==> src/rtl/scsi_ctl_pkg.sv <==
package scsi_ctl_pkg;

    localparam int unsigned REG_IDX_W = 4;
    localparam int unsigned NUM_REGS  = 16;

    // register indices whose position matters to software
    localparam logic [3:0] RI_FIFO   = 4'd2;
    localparam logic [3:0] RI_CMD    = 4'd3;
    localparam logic [3:0] RI_STAT   = 4'd4;
    localparam logic [3:0] RI_REASON = 4'd5;
    localparam logic [3:0] RI_STEP   = 4'd6;
    localparam logic [3:0] RI_COUNT  = 4'd7;
    localparam logic [3:0] RI_CFG    = 4'd8;
    localparam logic [3:0] RI_CFG_M  = 4'd11;
    localparam logic [3:0] RI_ID     = 4'd14;

    // indices that hold host-written bytes: 0,1,3,8,11,12..15
    localparam logic [15:0] REG_WRITABLE = 16'hF90B;
    localparam logic [7:0]  CFG_M_MASK   = 8'h15;
    localparam int unsigned BUS_RST_MASK_BIT = 6;

    // command codes (bits [6:0] of the command byte)
    localparam logic [6:0] OP_NOP      = 7'h00;
    localparam logic [6:0] OP_FLUSH    = 7'h01;
    localparam logic [6:0] OP_CHIP_RST = 7'h02;
    localparam logic [6:0] OP_BUS_RST  = 7'h03;
    localparam logic [6:0] OP_XFER     = 7'h10;
    localparam logic [6:0] OP_CMD_CPLT = 7'h11;
    localparam logic [6:0] OP_MSG_ACC  = 7'h12;
    localparam logic [6:0] OP_SET_ATN  = 7'h1A;
    localparam logic [6:0] OP_SEL      = 7'h42;
    localparam logic [6:0] OP_SEL_STOP = 7'h43;

    // status bits and phases
    localparam logic [7:0] ST_INT = 8'h80;
    localparam logic [7:0] ST_TC  = 8'h10;

    typedef enum logic [2:0] {
        PH_DATA_OUT = 3'd0,
        PH_DATA_IN  = 3'd1,
        PH_COMMAND  = 3'd2,
        PH_STATUS   = 3'd3,
        PH_MSG_IN   = 3'd6,
        PH_MSG_OUT  = 3'd7
    } bus_phase_e;

    // reason bits
    localparam logic [7:0] RS_FUNC_DONE = 8'h08;
    localparam logic [7:0] RS_BUS_SVC   = 8'h10;
    localparam logic [7:0] RS_DISCON    = 8'h20;
    localparam logic [7:0] RS_BUS_RST   = 8'h80;

    localparam logic [7:0] STEP_IDLE     = 8'h00;
    localparam logic [7:0] STEP_CMD_DONE = 8'h04;

    typedef struct packed {
        logic       valid;
        logic       dma;
        logic [6:0] code;
        logic       flush;
        logic       chip_rst;
        logic       bus_rst;
        logic       xfer;
        logic       cmd_cplt;
        logic       msg_acc;
        logic       select;
        logic       hits_status;
    } cmd_dec_t;

    function automatic cmd_dec_t decode_cmd(input logic en, input logic [7:0] b);
        cmd_dec_t d;
        d       = '0;
        d.valid = en;
        d.dma   = b[7];
        d.code  = b[6:0];
        if (en) begin
            case (b[6:0])
                OP_FLUSH:    d.flush    = 1'b1;
                OP_CHIP_RST: d.chip_rst = 1'b1;
                OP_BUS_RST:  d.bus_rst  = 1'b1;
                OP_XFER:     d.xfer     = 1'b1;
                OP_CMD_CPLT: d.cmd_cplt = 1'b1;
                OP_MSG_ACC:  d.msg_acc  = 1'b1;
                OP_SEL,
                OP_SEL_STOP: d.select   = 1'b1;
                default:     ;
            endcase
        end
        d.hits_status = d.flush | d.chip_rst | d.bus_rst | d.cmd_cplt | d.msg_acc;
        return d;
    endfunction

    function automatic logic [7:0] reg_reset_value(input int unsigned i, input logic [7:0] id_code);
        return (i == int'(RI_ID)) ? id_code : 8'h00;
    endfunction

    function automatic logic [7:0] reg_write_mask(input int unsigned i);
        return (i == int'(RI_CFG_M)) ? CFG_M_MASK : 8'hFF;
    endfunction

endpackage

==> src/rtl/scsi_cmd_decode.sv <==
module scsi_cmd_decode
    import scsi_ctl_pkg::*;
(
    input  logic       clk,
    input  logic       rst,
    input  logic       wr_cmd,
    input  logic [7:0] wdata,
    output cmd_dec_t   dec
);

    always_comb dec = decode_cmd(wr_cmd, wdata);

    // at most one action class per command byte
    a_r7_single_action: assert property (@(posedge clk) disable iff (rst)
        $onehot0({dec.flush, dec.chip_rst, dec.bus_rst, dec.xfer,
                  dec.cmd_cplt, dec.msg_acc, dec.select}));

    // no-op and set-attention decode to no action
    a_r13_inert_ops: assert property (@(posedge clk) disable iff (rst)
        (wr_cmd && (wdata[6:0] == OP_NOP || wdata[6:0] == OP_SET_ATN))
        |-> !(dec.hits_status || dec.xfer || dec.select));

endmodule

==> src/rtl/scsi_fifo_port.sv <==
module scsi_fifo_port #(
    parameter int unsigned AW = 4
) (
    input  logic          clk,
    input  logic          rst,
    input  logic          soft_rst,
    input  logic          push,
    input  logic          pop,
    input  logic [7:0]    push_byte,
    output logic          wr_stb,
    output logic [7:0]    wr_byte,
    output logic          rd_stb,
    output logic [AW-1:0] wptr,
    output logic [AW-1:0] rptr,
    output logic [AW:0]   count
);

    localparam int unsigned CNT_W = AW + 1;
    localparam logic [AW:0] DEPTH = CNT_W'(1 << AW);

    logic [AW:0]   cnt_q, cnt_nx;
    logic [AW-1:0] wptr_q, rptr_q;
    logic          do_push, do_pop;

    assign do_push = push && (cnt_q != DEPTH);
    assign do_pop  = pop  && (cnt_q != '0);
    assign cnt_nx  = cnt_q + CNT_W'(do_push) - CNT_W'(do_pop);

    always_ff @(posedge clk) begin
        if (rst || soft_rst) begin
            cnt_q  <= '0;
            wptr_q <= '0;
            rptr_q <= '0;
        end else begin
            cnt_q <= cnt_nx;
            if (cnt_nx == '0) begin
                wptr_q <= '0;
                rptr_q <= '0;
            end else begin
                if (do_push) wptr_q <= wptr_q + 1'b1;
                if (do_pop)  rptr_q <= rptr_q + 1'b1;
            end
        end
    end

    assign wr_stb  = do_push;
    assign wr_byte = push_byte;
    assign rd_stb  = do_pop;
    assign wptr    = wptr_q;
    assign rptr    = rptr_q;
    assign count   = cnt_q;

    a_r10_count_bound: assert property (@(posedge clk) disable iff (rst)
        cnt_q <= DEPTH);

    a_r10_empty_ptrs: assert property (@(posedge clk) disable iff (rst)
        (cnt_q == '0) |-> (wptr_q == '0 && rptr_q == '0));

    a_r10_full_push_drop: assert property (@(posedge clk) disable iff (rst || soft_rst)
        (push && !pop && cnt_q == DEPTH) |=> (cnt_q == DEPTH));

endmodule

==> src/rtl/scsi_int_status.sv <==
module scsi_int_status
    import scsi_ctl_pkg::*;
(
    input  logic       clk,
    input  logic       rst,
    input  cmd_dec_t   dec,
    input  logic       bus_rst_mask,
    input  logic       sel_done,
    input  logic       sel_found,
    input  logic       xfer_done,
    input  logic [2:0] xfer_phase,
    input  logic       rd_reason,
    output logic [7:0] status,
    output logic [7:0] reason,
    output logic [7:0] step,
    output logic       irq,
    output logic       dma_flag
);

    logic [7:0] status_q, reason_q, step_q;
    logic       irq_q, flag_q;

    always_ff @(posedge clk) begin
        if (rst || dec.chip_rst) begin
            status_q <= '0;
            reason_q <= '0;
            step_q   <= '0;
            irq_q    <= 1'b0;
            flag_q   <= 1'b0;
        end else if (dec.bus_rst) begin
            reason_q <= RS_BUS_RST;
            if (!bus_rst_mask) begin
                irq_q  <= 1'b1;
                flag_q <= 1'b1;
            end
        end else if (dec.flush) begin
            reason_q <= RS_FUNC_DONE;
            step_q   <= STEP_IDLE;
        end else if (dec.cmd_cplt || dec.msg_acc) begin
            status_q <= ST_INT | ST_TC | 8'(PH_STATUS);
            reason_q <= dec.cmd_cplt ? (RS_BUS_SVC | RS_FUNC_DONE) : RS_DISCON;
            step_q   <= dec.cmd_cplt ? STEP_CMD_DONE : STEP_IDLE;
            irq_q    <= 1'b1;
            flag_q   <= 1'b1;
        end else if (sel_done) begin
            if (sel_found) begin
                status_q <= ST_INT | ST_TC | 8'(PH_DATA_IN);
                reason_q <= RS_BUS_SVC | RS_FUNC_DONE;
                step_q   <= STEP_CMD_DONE;
            end else begin
                status_q <= ST_INT;
                reason_q <= RS_DISCON;
                step_q   <= STEP_IDLE;
            end
            irq_q  <= 1'b1;
            flag_q <= 1'b1;
        end else if (xfer_done) begin
            status_q <= ST_INT | ST_TC | {5'b0, xfer_phase};
            reason_q <= RS_BUS_SVC;
            step_q   <= STEP_IDLE;
            irq_q    <= 1'b1;
            flag_q   <= 1'b1;
        end else if (rd_reason) begin
            status_q <= status_q & ST_TC;
            irq_q    <= 1'b0;
            flag_q   <= 1'b0;
        end
    end

    assign status   = status_q;
    assign reason   = reason_q;
    assign step     = step_q;
    assign irq      = irq_q;
    assign dma_flag = flag_q;

    a_r6_read_clears: assert property (@(posedge clk) disable iff (rst)
        (rd_reason && !dec.hits_status && !sel_done && !xfer_done)
        |=> (status_q == ($past(status_q) & ST_TC)) && !irq_q && !flag_q);

    a_r5_masked_quiet: assert property (@(posedge clk) disable iff (rst)
        (dec.bus_rst && bus_rst_mask && !irq_q) |=> !irq_q && reason_q == RS_BUS_RST);

    a_r5_unmasked_raise: assert property (@(posedge clk) disable iff (rst)
        (dec.bus_rst && !bus_rst_mask) |=> irq_q && flag_q);

    a_r8_no_target: assert property (@(posedge clk) disable iff (rst)
        (sel_done && !sel_found && !dec.hits_status)
        |=> status_q == ST_INT && reason_q == RS_DISCON && step_q == STEP_IDLE && irq_q);

    a_r4_flush_keeps_irq: assert property (@(posedge clk) disable iff (rst)
        dec.flush |=> irq_q == $past(irq_q) && reason_q == RS_FUNC_DONE);

endmodule

==> src/rtl/scsi_ctl_regs.sv <==
module scsi_ctl_regs
    import scsi_ctl_pkg::*;
#(
    parameter int unsigned FIFO_AW = 4,
    parameter logic [7:0]  ID_CODE = 8'h04
) (
    input  logic               clk,
    input  logic               rst,
    input  logic [5:0]         host_addr,
    input  logic               host_wr,
    input  logic               host_rd,
    input  logic [7:0]         host_wdata,
    output logic [7:0]         host_rdata,
    output logic               svc_pulse,
    output logic [6:0]         svc_cmd,
    output logic               svc_dma,
    input  logic               sel_done,
    input  logic               sel_found,
    input  logic               xfer_done,
    input  logic [2:0]         xfer_phase,
    output logic               fifo_wr_stb,
    output logic [7:0]         fifo_wr_byte,
    output logic               fifo_rd_stb,
    input  logic [7:0]         fifo_rd_byte,
    output logic [FIFO_AW-1:0] fifo_wptr,
    output logic [FIFO_AW-1:0] fifo_rptr,
    output logic [FIFO_AW:0]   fifo_count,
    output logic               irq,
    output logic               dma_irq_flag
);

    localparam int unsigned CNT_W = FIFO_AW + 1;

    logic [REG_IDX_W-1:0] idx;
    logic                 wr_cmd, push, pop, rd_reason, soft_rst;
    cmd_dec_t             dec;
    logic [7:0]           store_q [NUM_REGS];
    logic [7:0]           status, reason, step;
    logic [CNT_W-1:0]     count;

    assign idx       = host_addr[5:2];
    assign wr_cmd    = host_wr && (idx == RI_CMD);
    assign push      = host_wr && (idx == RI_FIFO);
    assign pop       = host_rd && (idx == RI_FIFO);
    assign rd_reason = host_rd && (idx == RI_REASON);
    assign soft_rst  = dec.chip_rst;

    scsi_cmd_decode u_decode (
        .clk   (clk),
        .rst   (rst),
        .wr_cmd(wr_cmd),
        .wdata (host_wdata),
        .dec   (dec)
    );

    scsi_fifo_port #(.AW(FIFO_AW)) u_fifo (
        .clk      (clk),
        .rst      (rst),
        .soft_rst (soft_rst),
        .push     (push),
        .pop      (pop),
        .push_byte(host_wdata),
        .wr_stb   (fifo_wr_stb),
        .wr_byte  (fifo_wr_byte),
        .rd_stb   (fifo_rd_stb),
        .wptr     (fifo_wptr),
        .rptr     (fifo_rptr),
        .count    (count)
    );

    scsi_int_status u_status (
        .clk         (clk),
        .rst         (rst),
        .dec         (dec),
        .bus_rst_mask(store_q[RI_CFG][BUS_RST_MASK_BIT]),
        .sel_done    (sel_done),
        .sel_found   (sel_found),
        .xfer_done   (xfer_done),
        .xfer_phase  (xfer_phase),
        .rd_reason   (rd_reason),
        .status      (status),
        .reason      (reason),
        .step        (step),
        .irq         (irq),
        .dma_flag    (dma_irq_flag)
    );

    // host-written byte registers; read-only indices stay at their reset value
    always_ff @(posedge clk) begin
        for (int unsigned i = 0; i < NUM_REGS; i++) begin
            if (rst || soft_rst) begin
                store_q[i] <= reg_reset_value(i, ID_CODE);
            end else if (REG_WRITABLE[i] && host_wr && (idx == REG_IDX_W'(i))) begin
                store_q[i] <= host_wdata & reg_write_mask(i);
            end
        end
    end

    // engine request pulse
    always_ff @(posedge clk) begin
        if (rst || soft_rst) begin
            svc_pulse <= 1'b0;
            svc_cmd   <= '0;
            svc_dma   <= 1'b0;
        end else begin
            svc_pulse <= dec.xfer || dec.select;
            if (dec.xfer || dec.select) begin
                svc_cmd <= dec.code;
                svc_dma <= dec.dma;
            end
        end
    end

    always_comb begin
        case (idx)
            RI_FIFO:   host_rdata = (count != '0) ? fifo_rd_byte : 8'h00;
            RI_STAT:   host_rdata = status;
            RI_REASON: host_rdata = reason;
            RI_STEP:   host_rdata = step;
            RI_COUNT:  host_rdata = 8'(count);
            default:   host_rdata = store_q[idx];
        endcase
    end

    assign fifo_count = count;

    a_r7_svc_from_cmd: assert property (@(posedge clk) disable iff (rst)
        svc_pulse |-> $past(wr_cmd));

    a_r11_chip_reset: assert property (@(posedge clk) disable iff (rst)
        $past(soft_rst) |-> (!irq && count == '0 && !svc_pulse));

    a_r2_ro_status_write: assert property (@(posedge clk) disable iff (rst)
        (host_wr && idx == RI_STAT && !host_rd && !sel_done && !xfer_done && !soft_rst)
        |=> $stable(status));

endmodule

==> config.mk <==
export PLATFORM = sky130hd
export DESIGN_NAME = scsi_ctl_regs
export DESIGN_NICKNAME = d
export VERILOG_FILES = /design/src/rtl/scsi_ctl_pkg.sv /design/src/rtl/scsi_cmd_decode.sv /design/src/rtl/scsi_fifo_port.sv /design/src/rtl/scsi_int_status.sv /design/src/rtl/scsi_ctl_regs.sv
export SDC_FILE = /design/constraint.sdc
export NUM_CORES = 1
export LEC_CHECK = 0
export BUFFER_PORTS_ARGS = -buffer_cell sky130_fd_sc_hd__buf_2
export CORE_ASPECT_RATIO = 1.2
export CORE_MARGIN = 2
export CORE_UTILIZATION = 52
export CTS_CLUSTER_SIZE = 24
export DETAILED_ROUTE_END_ITERATION = 16
export PLACE_DENSITY = 0.79
export SETUP_SLACK_MARGIN = 0.5
export SKIP_LAST_GASP = 1
export SYNTH_ARGS = -nofsm -noshare
export SYNTH_HDL_FRONTEND = slang
export SYNTH_SLANG_ARGS = --single-unit
export TNS_END_PERCENT = 1
==> constraint.sdc <==
create_clock -name clk -period 3.28 [get_ports clk]
set_input_delay 0.328 -clock clk [delete_from_list [all_inputs] [get_ports clk]]
set_output_delay 0.328 -clock clk [all_outputs]
set_load 0.005 [all_outputs]
==> flow_summary.ini, run 1 <==
[logic_synthesis]
yosys_most_used_dff = edfxtp_1
yosysTopAreaCell = edfxtp_1
ys_ff_latch = 100
syn-cell-area_mm2 = 0.00527
yosysUniqueCellTypes = 69
yosysSeqAreaShare_pct = 50.7
yosys_warnings = 0
synth_edf_count = 67
synth_top_area_share_pct = 38.2
syn-num-nets = 532
synth_area_leaders = edfxtp_1 38%, dfxtp_1 13%, and2_1 6.4%, mux4_2 3.4%, nand2_1 2.6%
synth_cells = 491
async_flop_share_pct = 0
postSynthAreaPerCell_um2 = 10.7

[routing]
first_iter_violations = 320
wl_per_cell_um = 18.7
via_per_inst = 6.01
routed_wl_mm = 12.7
dr.pass1.iters = 5
drc = 0
ant_nets = 0
vias = 4100

[clock_network]
clock_path_buffers = 2
numCtsBuffers = 9
root_buffer = clkbuf_16
clkSinkCount = 100
htree_levels = 3
hold_buffers = 0
clk_pin_slew_ps = 70
clock_latency_ps = 350
cts_tree = yes

[critical_path]
startpoint_type = flop
worst-path-buf-inv = 4
cp_max_fo = 8
crit_type = flop to flop
cp.required_ps = 3560
path_common_cell = ha_4
cp_top_family = adder cells
critPathCaptureType = flop
crit_arrival_ps = 3210
crit_path_top_delay_cell = fa_2
slowest_delay_ps = 380
crit_chain = inv_4 > ha_4 > nor4bb_4 > nor3b_4 > inv_2 > ha_4 > inv_2 > ha_4 > fa_2 > a21oi_1 > o21bai_1 > xnor2_1 > o31ai_4 > buf_12 > a21oi_1

[timing]
hold_viol = 0
rsz0062_at_grt = true
relSlewSlack_pct = 11.6
setup_tns_ps = 0
setup_viol = 0
fin_crit_ps = 2920
max_clock_freq_ghz = 0.342
slew_viol_final = 0
worst_pin_slew_ps = 1310
finClkSkew_ps = 6.35
finalCritPeriodShare_pct = 89.2

[power]
p_leak_nw = 2.38
powerDensity_mw_per_mm2 = 496
ir_worst_vdd_mv = 0.216

[global_route]
grt_pass1_vias = 3869
grt_start_max_net_pins = 48
track_usage_pct = 23.9
antenna_found_initial = 0
grt_pass1_wl_mm = 19.6
grt_overflow_total = 0

[cells_and_area]
regArea_mm2 = 0.00268
insertedDiodeCount = 0
nFillCells = 807
utilization_pct = 61.5
drive_gt1_share_pct = 27.7
area_delta_synth_final_pct = 16.2
nNetsFinal = 592
stdcell_area_mm2 = 0.00613
multi_input_area_mm2 = 0.00243

[floorplan]
core_mm2 = 0.00996
start_util_pct = 52.9
die_width_um = 95.9
io_pins = 74
num_rows = 40
fp.dieH_um = 114
die_area_mm2 = 0.0110

[placed_design]
placed_area_mm2 = 0.00571
gp_congestion = 0.832
port_buffers = 71
hpwl_mm = 8.81

[hold_path]
min_path_type = input pin to flop

[status]
status = complete, no violations

[flow_run]
drv_cap = 0
## routing by layer
layer	track usage (%)	up-vias	part of all wire [%]
met4	12.0	0	3.4
met2	41.4	170	52
met3	3.29	36	6.2
met5	0	-	0
met1	28.6	1990	38
li1	-	1904	-
## cell usage after synthesis, types with 3 or more instances
cell	instances
buf_4	12
ha_1	8
mux2_2	8
a31oi_1	8
and3_1	5
nor2b_1	6
mux4_2	8
clkinv_1	3
clkbuf_1	13
nand3_1	10
and2_1	54
nand2b_1	7
nor3b_1	3
edfxtp_1	67
nor3_1	19
dfxtp_1	33
a211oi_1	5
nand4_1	3
buf_2	11
nor4_1	8
mux2i_1	8
a21o_1	6
nor2_1	30
o21ai_0	12
xor2_1	9
nor2_2	4
inv_1	12
nand2_1	37
a22oi_1	4
a21oi_1	22
o22ai_1	5
## per-stage QoR
stage	total power [mW]	std cells	setup slack, ps	hold slack (ps)
floorplan	1.76	491	191	440
global placement	1.89	660	132	458
detailed placement	1.90	660	39.7	466
CTS	3.01	681	370	243
global route	3.14	682	238	258
finish	3.04	682	355	241
## where the power goes
group          switching, mW  total (mW)  internal, mW
clock                  0.462        1.08         0.616
combinational          0.280       0.514         0.235
sequential            0.0361        1.45          1.41
## state kept, by name (all words and copies together), names as in the netlist
register / cells
store_q: 67
svc_cmd: 7
u_fifo.count: 5
u_status.status: 5
u_fifo.rptr: 4
u_fifo.wptr: 4
u_status.reason: 4
svc_dma: 1
svc_pulse: 1
u_status.irq: 1
u_status.step: 1
## final cells by class
class	instances	share of cell area, %
clock buffers	11	3.96
clock inverters	5	0.960
inverters	15	0.960
multi-input cells	337	39.7
flip-flops and latches	100	43.7
well taps	126	2.57
repair buffers	88	8.09
## final timing paths
check                                     endpoint             from  cells after the start  slack, ps
worst max-delay path                u_fifo.rptr[1]  u_fifo.count[3]                     15        360
worst min-delay path            u_status.status[1]    xfer_phase[1]                      3        240
worst min register to register          svc_cmd[5]       svc_cmd[5]                      1        480
worst max register to register      u_fifo.rptr[1]  u_fifo.count[3]                     15        360
## kinds of logic (layout without fill, tap and decap cells)
family,Yosys count,in the layout,synth area share (%)
adder cells (fa/ha/maj),9,9,2.28
buffers and inverters,54,119,5.27
AND/OR/NAND/NOR,206,206,22.1
multiplexers,24,24,6.65
AO/OA/AOI/OAI,87,87,11.2
flip-flops,100,100,50.7
XOR/XNOR,11,11,1.83
## cell usage in the layout (no fill, tap or decap), types with 9 or more instances in the layout
| cell type | count |
|---|---|
| buf_2 | 71 |
| edfxtp_1 | 67 |
| clkbuf_16 | 9 |
| nor3_1 | 19 |
| o21ai_0 | 12 |
| nand2_1 | 36 |
| buf_4 | 16 |
| a21oi_1 | 22 |
| dfxtp_1 | 31 |
| nor2_1 | 30 |
| and2_1 | 54 |
| nand3_1 | 10 |
## timing repair
action | CTS | global route
buffers inserted | 5 | 1
pin swaps | 6 | 7
setup endpoints to repair | 17 | 31
gates resized for setup | 6 | 4
## worst reg2reg max path: stages (launching register included)
cell      delay (ps)
dfxtp_4          360
inv_4             40
ha_4             150
nor4bb_4         160
nor3b_4          260
inv_2             70
ha_4             260
inv_2             30
ha_4             150
fa_2             380
a21oi_1          180
o21bai_1         100
xnor2_1          300
o31ai_4          120
buf_12           190
a21oi_1          110
No activity file was read; power rests on OpenSTA's default activity.
==> run 2: changes to the inputs <==
--- a/config.mk
+++ b/config.mk
@@ -11,7 +11,7 @@
 export CORE_UTILIZATION = 52
 export CTS_CLUSTER_SIZE = 24
 export DETAILED_ROUTE_END_ITERATION = 16
-export PLACE_DENSITY = 0.79
+export PLACE_DENSITY = 0.76
 export SETUP_SLACK_MARGIN = 0.5
 export SKIP_LAST_GASP = 1
 export SYNTH_ARGS = -nofsm -noshare
==> constraint.sdc (replaced) <==
create_clock -name clk -period 3.28 [get_ports clk]
set_input_delay 0.656 -clock clk [delete_from_list [all_inputs] [get_ports clk]]
set_output_delay 0.656 -clock clk [all_outputs]
set_load 0.005 [all_outputs]
==> flow_summary.ini, run 2 (synthesis results as in run 1) <==
[cells_and_area]
reg_top3 = store_q (67), svc_cmd (7)
largest_reg_flops = 67
nFillCells = 789
drive_gt1_share_pct = 29.3
nNetsFinal = 603
final_common_cell = buf_2
max_flop_register = store_q
utilization_pct = 62.2
stdcell_area_mm2 = 0.00620
area_delta_synth_final_pct = 17.6
insertedDiodeCount = 0
final_cell_mix = 71 x buf_2, 67 x edfxtp_1, 54 x and2_1

[timing]
setup_viol = 0
worst_pin_slew_ps = 631
finClkSkew_ps = 8.49
setup_tns_ps = 0
fin_crit_ps = 3090
max_clock_freq_ghz = 0.324
slew_viol_final = 0
hold_viol = 0
relSlewSlack_pct = 57.6
rsz0062_at_grt = true
finalCritPeriodShare_pct = 94.2

[clock_network]
clock_path_buffers = 2
numCtsBuffers = 9
hold_buffers = 0
htree_levels = 3
clk_pin_slew_ps = 70
cts_tree = yes
root_buffer = clkbuf_16
clkSinkCount = 100
clock_latency_ps = 340

[power]
total_power_mw = 2.98
pwr-share-comb_pct = 17.1
sw_frac_of_total_pct = 25.4
powerDensity_mw_per_mm2 = 481
ir_worst_vdd_mv = 0.278
p_sw_uw = 759
pwr-share-seq_pct = 48.5
clkPwrFrac_pct = 34.4
cell_internal_pwr_mw = 2.23
p_leak_nw = 2.42

[global_route]
grt_pass1_vias = 3924
grt_overflow_total = 0
antenna_found_initial = 0
track_usage_pct = 23.7
grt_start_max_net_pins = 46
grt_pass1_wl_mm = 19.5

[critical_path]
startpoint_type = flop
ff2ff_path_depth = 15
critPathCaptureType = flop
cp.required_ps = 3520
crit_arrival_ps = 3330
r2r-end = u_fifo.wptr[2]
rr_startpoint = u_fifo.count[3]
cp_max_fo = 8
crit_type = flop to flop
r2r_slack_ps = 190

[placed_design]
hpwl_mm = 8.93
gp_congestion = 0.853
port_buffers = 71
placed_area_mm2 = 0.00579

[routing]
via_per_inst = 5.98
ant_nets = 0
first_iter_violations = 324
wl_per_cell_um = 18.4
dr.pass1.iters = 5
drc = 0
vias = 4144
routed_wl_mm = 12.7

[floorplan]
start_util_pct = 52.9
core_mm2 = 0.00996
die_area_mm2 = 0.0110
io_pins = 74
fp.dieH_um = 114
die_width_um = 95.9
num_rows = 40

[hold_path]
min_from = u_status.status[2]
hold_depth = 2
hold_end = u_status.status[2]
min_path_type = flop to flop

[status]
status = complete, no violations

[flow_run]
drv_cap = 0
-- run 2: changes by cell type in the layout (fill, tap and decap cells not counted), sizes merged --
cell | previous run | this run
clkbuf | 11 | 14
bufinv | 1 | 0
inv | 15 | 13
buf | 88 | 99
-- run 2: power groups by stage --
stage / Sequential [mW] / Combinational, mW / Clock [mW]
6_report: 1.45 / 0.510 / 1.03
5_1_grt: 1.45 / 0.549 / 1.08
4_1_cts: 1.44 / 0.484 / 1.04
3_5_place_dp: 1.47 / 0.454 / 0
3_3_place_gp: 1.47 / 0.446 / 0
2_1_floorplan: 1.46 / 0.304 / 0
-- run 2: final cells by class --
class	instances	area, um2	area share [%]
timing repair buffer	99	577	9.30
clock buffer	14	275	4.44
multi-input combinational	337	2440	39.3
clock inverter	2	16.3	0.262
sequential	100	2680	43.2
inverter	15	58.8	0.949
tap	126	158	2.54
-- run 2: worst max-delay path: stages, from the launching register on --
cell and delay (ps):
dfxtp_4 370, inv_4 40, ha_4 150, nor4bb_1 120, buf_4 160, nor3b_4 240, inv_2 70, ha_4 270
inv_2 40, ha_4 150, fa_2 390, xor2_2 160, or3_4 400, o31ai_4 200, buf_6 170, nor2_1 50
-- run 2: metal layers --
metal | global-route usage (%) | up-vias | part of all wire [%]
met5 | 0 | - | 0
li1 | - | 1929 | -
met3 | 4.15 | 40 | 6.2
met2 | 40.1 | 164 | 51
met1 | 27.7 | 2011 | 39
met4 | 14.0 | 0 | 4.3
-- run 2: how the worst max path moves through the flow --
stage	from	end	slack (ps)	depth (start not counted)
floorplan	host_addr[5]	u_fifo.rptr[1]	60	11
global placement	host_addr[5]	u_fifo.wptr[1]	-60	13
detailed placement	host_addr[5]	u_fifo.wptr[2]	-110	13
CTS	host_addr[4]	u_fifo.wptr[2]	240	13
global route	u_fifo.count[3]	u_fifo.wptr[2]	110	15
finish	u_fifo.count[3]	u_fifo.wptr[2]	190	15
-- run 2: repair_timing --
| action | CTS | global route |
|---|---|---|
| resized for setup | 10 | 11 |
| pin swaps | 4 | 5 |
| setup buffers | 4 | 1 |
| gates cloned | 0 | 0 |
| endpoints found under the setup margin | 17 | 17 |
-- run 2: through the flow --
step | setup WS (ps) | std cells | hold slack, ps
2_1_floorplan | 55.2 | 491 | 440
3_3_place_gp | -62.6 | 672 | 458
3_5_place_dp | -113 | 672 | 470
4_1_cts | 238 | 692 | 479
5_1_grt | 109 | 693 | 491
6_report | 191 | 693 | 474
